`config.mk`:
```
export PLATFORM = sky130hd
export DESIGN_NAME = intra4_fast_mode_ctrl
export DESIGN_NICKNAME = d
export VERILOG_FILES = /design/src/rtl/intra4_fmd_pkg.sv /design/src/rtl/intra4_fmd_cand.sv /design/src/rtl/intra4_fmd_pick.sv /design/src/rtl/intra4_fmd_thresh.sv /design/src/rtl/intra4_fast_mode_ctrl.sv
export SDC_FILE = /design/constraint.sdc
export NUM_CORES = 1
export LEC_CHECK = 0
export ABC_AREA = 1
export BUFFER_PORTS_ARGS = -buffer_cell sky130_fd_sc_hd__buf_2
export CAP_MARGIN = 30
export CORE_UTILIZATION = 61
export CTS_BUF_LIST = sky130_fd_sc_hd__clkbuf_2
export DETAILED_ROUTE_END_ITERATION = 8
export PLACE_DENSITY = 0.8
export SYNTH_ARGS = -nofsm -noshare
export SYNTH_HDL_FRONTEND = slang
export SYNTH_SLANG_ARGS = --single-unit
```
`constraint.sdc`:
```
create_clock -name clk -period 6.05 [get_ports clk]
set_clock_uncertainty 0.15 [all_clocks]
set_input_delay 0.605 -clock clk [delete_from_list [all_inputs] [get_ports clk]]
set_output_delay 0.605 -clock clk [all_outputs]
set_load 0.05 [all_outputs]
```
`src/rtl/intra4_fmd_pkg.sv`:
```
package intra4_fmd_pkg;
    localparam int unsigned MODE_W        = 4;
    localparam int unsigned NUM_MODES     = 9;
    localparam int unsigned DC_MODE       = 2;
    localparam int unsigned BLK_PER_SIDE  = 4;
    localparam int unsigned SIDE_W        = $clog2(BLK_PER_SIDE);
    localparam int unsigned NUM_BLK       = BLK_PER_SIDE * BLK_PER_SIDE;
    localparam int unsigned BLK_W         = 2 * SIDE_W;

    typedef logic [MODE_W-1:0] mode_t;

    typedef enum logic [1:0] {
        ST_IDLE   = 2'd0,
        ST_SCAN   = 2'd1,
        ST_DECIDE = 2'd2
    } fmd_state_e;

    // An external neighbour mode is usable only when flagged and in range.
    function automatic mode_t clean_mode(input logic avail, input mode_t m);
        if (!avail || (m >= mode_t'(NUM_MODES)))
            return mode_t'(DC_MODE);
        return m;
    endfunction
endpackage

```
`src/rtl/intra4_fmd_cand.sv`:
```
module intra4_fmd_cand
    import intra4_fmd_pkg::*;
(
    input  logic                 full_search,
    input  mode_t                up_mode,
    input  mode_t                left_mode,
    output logic [NUM_MODES-1:0] mask
);
    // One bit per mode: set when searched fully, or matched by a neighbour, or DC.
    for (genvar m = 0; m < NUM_MODES; m++) begin : g_mode
        localparam logic IS_DC = (m == DC_MODE);
        assign mask[m] = full_search
                       | (up_mode   == mode_t'(m))
                       | (left_mode == mode_t'(m))
                       | IS_DC;
    end
endmodule

```
`src/rtl/intra4_fmd_pick.sv`:
```
module intra4_fmd_pick
    import intra4_fmd_pkg::*;
(
    input  logic [NUM_MODES-1:0] pending,
    output logic                 any,
    output mode_t                sel
);
    // Lowest pending mode number wins, giving ascending request order.
    always_comb begin
        sel = '0;
        for (int i = NUM_MODES - 1; i >= 0; i--) begin
            if (pending[i])
                sel = mode_t'(i);
        end
        any = |pending;
    end
endmodule

```
`src/rtl/intra4_fmd_thresh.sv`:
```
module intra4_fmd_thresh #(
    parameter int unsigned COST_W      = 16,
    parameter int unsigned ALPHA_SHIFT = 1
) (
    input  logic              clk,
    input  logic              rst_n,
    input  logic              clr,
    input  logic              upd,
    input  logic [COST_W-1:0] upd_cost,
    input  logic [COST_W-1:0] query_cost,
    output logic              exceed
);
    localparam int unsigned XW = COST_W + ALPHA_SHIFT;

    typedef struct packed {
        logic              have;
        logic [COST_W-1:0] fmin;
    } thr_t;

    thr_t s_d, s_q;
    logic [XW-1:0] scaled_ref;
    logic [XW-1:0] query_ext;

    always_comb begin
        s_d = s_q;
        if (clr) begin
            s_d.have = 1'b0;
            s_d.fmin = '1;
        end else if (upd) begin
            s_d.have = 1'b1;
            if (!s_q.have || (upd_cost < s_q.fmin))
                s_d.fmin = upd_cost;
        end
        scaled_ref = XW'(s_q.fmin) << ALPHA_SHIFT;
        query_ext  = XW'(query_cost);
        exceed     = s_q.have && (query_ext > scaled_ref);
    end

    always_ff @(posedge clk or negedge rst_n) begin
        if (!rst_n) s_q <= '{have: 1'b0, fmin: '1};
        else        s_q <= s_d;
    end


    fmin_mono_chk: assert property (@(posedge clk) disable iff (!rst_n)
        (s_q.have && !clr) |=> (s_q.fmin <= $past(s_q.fmin)));


    clear_ref_chk: assert property (@(posedge clk) disable iff (!rst_n)
        clr |=> !exceed);
endmodule

```
`src/rtl/intra4_fast_mode_ctrl.sv`:
```
module intra4_fast_mode_ctrl
    import intra4_fmd_pkg::*;
#(
    parameter int unsigned           COST_W      = 16,
    parameter int unsigned           ALPHA_SHIFT = 1,
    parameter logic [NUM_BLK-1:0]    FULL_POS    = 16'h0505
) (
    input  logic              clk,
    input  logic              rst_n,
    input  logic              mb_start,
    input  logic              blk_start,
    input  logic [BLK_W-1:0]  blk_idx,
    input  logic              ext_up_avail,
    input  logic [MODE_W-1:0] ext_up_mode,
    input  logic              ext_left_avail,
    input  logic [MODE_W-1:0] ext_left_mode,
    output logic              cand_req,
    output logic [MODE_W-1:0] cand_mode,
    input  logic              cost_valid,
    input  logic [COST_W-1:0] cost_in,
    output logic              busy,
    output logic              done,
    output logic [MODE_W-1:0] done_mode,
    output logic [COST_W-1:0] done_cost,
    output logic              done_fallback
);
    typedef struct packed {
        fmd_state_e                st;
        logic [BLK_W-1:0]          idx;
        logic                      full;
        logic                      fell;
        logic [NUM_MODES-1:0]      mask;
        logic [NUM_MODES-1:0]      seen;
        mode_t                     best_mode;
        logic [COST_W-1:0]         best_cost;
        logic                      done;
        mode_t                     out_mode;
        logic [COST_W-1:0]         out_cost;
        logic                      out_fb;
        mode_t [NUM_BLK-1:0]       tbl;
    } ctl_t;

    ctl_t s_d, s_q;

    // Neighbour resolution at block start
    logic [SIDE_W-1:0]    row, col;
    mode_t                up_m, left_m;
    logic                 start_full;
    logic [NUM_MODES-1:0] start_mask;

    assign row        = blk_idx[BLK_W-1:SIDE_W];
    assign col        = blk_idx[SIDE_W-1:0];
    assign start_full = FULL_POS[blk_idx];

    always_comb begin
        if (row != '0)
            up_m = s_q.tbl[blk_idx - BLK_W'(BLK_PER_SIDE)];
        else
            up_m = clean_mode(ext_up_avail, ext_up_mode);
        if (col != '0)
            left_m = s_q.tbl[blk_idx - BLK_W'(1)];
        else
            left_m = clean_mode(ext_left_avail, ext_left_mode);
    end

    intra4_fmd_cand u_cand (
        .full_search (start_full),
        .up_mode     (up_m),
        .left_mode   (left_m),
        .mask        (start_mask)
    );

    // Next candidate
    logic [NUM_MODES-1:0] pending;
    logic                 pend_any;
    mode_t                pick;

    assign pending = s_q.mask & ~s_q.seen;

    intra4_fmd_pick u_pick (
        .pending (pending),
        .any     (pend_any),
        .sel     (pick)
    );

    // Reference threshold
    logic thr_clr, thr_upd, thr_exceed;

    intra4_fmd_thresh #(
        .COST_W      (COST_W),
        .ALPHA_SHIFT (ALPHA_SHIFT)
    ) u_thr (
        .clk        (clk),
        .rst_n      (rst_n),
        .clr        (thr_clr),
        .upd        (thr_upd),
        .upd_cost   (s_q.best_cost),
        .query_cost (s_q.best_cost),
        .exceed     (thr_exceed)
    );

    logic better;
    always_comb begin
        better = (s_q.seen == '0)
              || (cost_in < s_q.best_cost)
              || ((cost_in == s_q.best_cost) && (pick < s_q.best_mode));
    end

    always_comb begin
        s_d      = s_q;
        s_d.done = 1'b0;
        thr_clr  = 1'b0;
        thr_upd  = 1'b0;
        unique case (s_q.st)
            ST_IDLE: begin
                thr_clr = mb_start;
                if (blk_start) begin
                    s_d.st        = ST_SCAN;
                    s_d.idx       = blk_idx;
                    s_d.full      = start_full;
                    s_d.mask      = start_mask;
                    s_d.seen      = '0;
                    s_d.fell      = 1'b0;
                    s_d.best_mode = mode_t'(DC_MODE);
                    s_d.best_cost = '1;
                end
            end
            ST_SCAN: begin
                if (!pend_any) begin
                    s_d.st = ST_DECIDE;
                end else if (cost_valid) begin
                    s_d.seen[pick] = 1'b1;
                    if (better) begin
                        s_d.best_mode = pick;
                        s_d.best_cost = cost_in;
                    end
                end
            end
            ST_DECIDE: begin
                if (!s_q.full && !s_q.fell && thr_exceed) begin
                    s_d.st   = ST_SCAN;
                    s_d.fell = 1'b1;
                    s_d.mask = '1;
                end else begin
                    s_d.st             = ST_IDLE;
                    s_d.done           = 1'b1;
                    s_d.out_mode       = s_q.best_mode;
                    s_d.out_cost       = s_q.best_cost;
                    s_d.out_fb         = s_q.fell;
                    s_d.tbl[s_q.idx]   = s_q.best_mode;
                    thr_upd            = s_q.full;
                end
            end
            default: s_d.st = ST_IDLE;
        endcase
    end

    always_ff @(posedge clk or negedge rst_n) begin
        if (!rst_n) s_q <= '0;
        else        s_q <= s_d;
    end

    assign cand_req      = (s_q.st == ST_SCAN) && pend_any;
    assign cand_mode     = pick;
    assign busy          = (s_q.st != ST_IDLE);
    assign done          = s_q.done;
    assign done_mode     = s_q.out_mode;
    assign done_cost     = s_q.out_cost;
    assign done_fallback = s_q.out_fb;


    hold_req_chk: assert property (@(posedge clk) disable iff (!rst_n)
        (cand_req && !cost_valid) |=> (cand_req && $stable(cand_mode)));


    cand_range_chk: assert property (@(posedge clk) disable iff (!rst_n)
        cand_req |-> (cand_mode < mode_t'(NUM_MODES)));


    done_pulse_chk: assert property (@(posedge clk) disable iff (!rst_n)
        done |=> !done);


    ignore_start_chk: assert property (@(posedge clk) disable iff (!rst_n)
        (busy && blk_start) |=> $stable(s_q.idx));


    fb_partial_only_chk: assert property (@(posedge clk) disable iff (!rst_n)
        (done && done_fallback) |-> !s_q.full);


    result_range_chk: assert property (@(posedge clk) disable iff (!rst_n)
        done |-> (done_mode < mode_t'(NUM_MODES)));
endmodule

```
==> impl_metrics.yaml <==
sta:
  max_slew.worst_pin.slew_ps: 865
  hold_viol: 0
  maxSlewHeadroom_pct: 42.2
  setup_ws_ps: 2410
  tns_ps: 0
  rsz0062_at_grt: "false"
  post-route-period-util_pct: 60.2
  slew_violations: 0
  period_needed_ps: 3640
  finalSetupViolations: 0
  maxClockFrequency_mhz: 275
logic_synthesis:
  synth_warnings: 0
  synthSimpleGateAreaFrac_pct: 27.7
  postSynthAreaPerCell_um2: 7.35
  synthXorXnorAreaFrac_pct: 0.483
  synthAdderAreaFrac_pct: 6.76
  synth-compound-area-share_pct: 13.7
  synthDistinctLibCells: 36
  yosysMostFrequentCell: "nand2_1"
  synth_edf_count: 0
  synthFlopType: "dfrtp_1"
  synth_top_area_share_pct: 36.7
  ys_seq_area_share_pct: 41.3
  synth-seq-cells: 149
  synthMuxAreaShare_pct: 0
  syn_area_um2: 9070
  syn_inst: 1233
  async_reset_ff_share_pct: 100
  syn_nets: 1317
  synth_top_family_by_area: "simple AND/OR/NAND/NOR gates"
  yosysTopAreaCell: "dfrtp_1"
  synth_common_cells: "nand2_1 (414), dfrtp_1 (133), nand3_1 (122)"
  synthTopCellsByArea: "dfrtp_1 (37%), nand2_1 (17%), ha_1 (6.8%), nand3_1 (6.7%), o21ai_0 (5.6%)"
floorplanning:
  ioPinCount: 63
  row_count: 44
  start_util_pct: 62.4
  fp.coreArea_um2: 14500
  die_area_um2: 15400
  die_w_um: 124
  die_height_um: 124
setup_path:
  critPathBufInv: 2
  worstRegToRegCells: 13
  crit_path_frequent_cell: "nand2_1"
  r2r_end: "s_q[98]"
  cp_slowest_cell: "nand2_1"
  crit_family: "simple AND/OR/NAND/NOR gates"
  cp-end-kind: "flip-flop"
  cp.arrival_ps: 4120
  critPathKind: "flip-flop to flip-flop"
  startpoint: "s_q[101]"
  path_max_fanout: 21
  crit_chain: "inv_1 > ha_1 > nand2_1 > inv_1 > nand3_1 > nor3_1 > nand2_1 > nor2_1 > nand2_1 > nand2_1 > nand2_1 > nand2_1 > nand2_1"
  crit_required_ps: 6530
  r2r_slack_ps: 2410
  max_stage_delay_ps: 710
  r2r-start: "s_q[101]"
  startpoint_type: "flip-flop"
pwr:
  vdd_drop_max_mv: 0.549
  p_per_area_nw_per_um2: 402
  leakage_nw: 4.92
  p_total_mw: 3.84
global_route:
  antenna_found_initial: 1
  grt_usage_pct: 32.0
  overflow: 0
  grt_start_max_net_pins: 110
  grt_pass1_vias: 7376
  grt_pass1_wl_mm: 37.2
run:
  maxCapViolations: 0
placed_design:
  port_buffers: 62
  place_congestion: 0.927
  hpwl_mm: 16.3
  pre_cts_slack_ps: 2060
drt:
  drc_errors: 0
  vias_per_cell: 5.64
  first_pass_iters: 6
  avgRoutedWirePerCell_um: 15.8
  drtAntennaViolNets: 0
  routed_wl_mm: 23.1
  num_vias: 8223
  drt_iter0_drc: 983
finish:
  area_delta_synth_final_pct: 5.29
  multi_input_area_um2: 4410
  nets: 1344
  fillCellCount: 1331
  layout-drive-gt1-share_pct: 11.3
  seqCellArea_um2: 3750
clocking:
  clkTransAtPathRegs_ps: 230
  clockBufferDepth: 2
  cts_max_level: 4
  numCtsBuffers: 17
  postCtsResizedCells: 0
  numClockSinks: 149
  tritoncts: "built"
  insertion_delay_ps: 740
  root_buffer: "clkbuf_2"
worst_hold_path:
  hp-start: "cost_in[2]"
  min_to: "s_q[88]"
  holdPathStages: 5
  hold_path_class: "input port to flip-flop"
status:
  outcome: "complete, no violations"
-- tightest hold or removal path: cells and delay by family --
family	cells	cell delay, ps
AND/OR/NAND/NOR	4	230
buffers and inverters	1	110
-- logic make-up after synthesis --
kind of cell / count (synthesis)
xor gates and xnor gates: 2
and+or+nand+nor: 606
buffers and inverters: 195
DFF: 149
AOI/OAI and AO/OA: 232
adders and majority gates: 49
-- area by class of cell --
type,count,share of cell area [%]
antenna,2,0.0524
multi-input combinational,889,46.2
clock buffer,21,1.10
sequential,149,39.3
clock inverter,11,1.43
inverter,132,5.22
tap,184,2.41
timing repair buffer,71,4.31
-- cells in the final DEF (no fill, tap or decap), types with 2 or more instances in the layout --
master         count
nand2_2            2
nand3_1          122
clkinv_2           2
inv_2             12
o21a_1             5
clkinv_4           2
a21oi_1           67
o21ai_1           34
nand3b_1           2
ha_1              49
dfrtp_1          133
o21ai_0          102
clkinv_1           3
o211ai_1          17
nor2_1            39
nor3_1             7
bufinv_16          3
dlygate4sd3_1      3
a21oi_2            3
clkbuf_2          21
nor2_2             7
buf_4              5
inv_1            119
nand2_1          414
buf_2             61
diode_2            2
nand4_1            8
dfstp_2           16
-- power by group --
part	switching [mW]	internal (mW)
combinational	1.28	0.574
sequential	0.151	1.23
clock	0.362	0.233
-- per-layer routing --
layer | part of all wire, % | track usage (%)
met3 | 8.3 | 7.78
met4 | 1.3 | 7.89
met1 | 48 | 48.9
met5 | 0 | 0
met2 | 43 | 45.5
-- worst max path at each step --
stage | end | cells after the start
2_1_floorplan | s_q[100] | 15
3_3_place_gp | s_q[118] | 17
3_5_place_dp | s_q[120] | 18
4_1_cts | s_q[98] | 13
5_1_grt | s_q[94] | 13
6_report | s_q[98] | 13
-- stage by stage --
stage / hold slack [ps] / instance area, um2 / std cells / util [%]
3_5_place_dp: 302 / 9240 / 1421 / 63.6
3_3_place_gp: 297 / 9240 / 1421 / 63.6
5_1_grt: 31.9 / 9550 / 1459 / 65.7
2_1_floorplan: 159 / 9070 / 1233 / -
6_report: 56.1 / 9550 / 1459 / 65.7
4_1_cts: 7.97 / 9500 / 1455 / 65.4
-- repair_timing --
| action | CTS | global route |
|---|---|---|
| endpoints found under the hold margin | 93 | 3 |
| buffers inserted | 0 | 0 |
| endpoints found under the setup margin | 0 | 0 |
| hold buffers | 2 | 1 |
No activity file was read; power rests on OpenSTA's default activity.
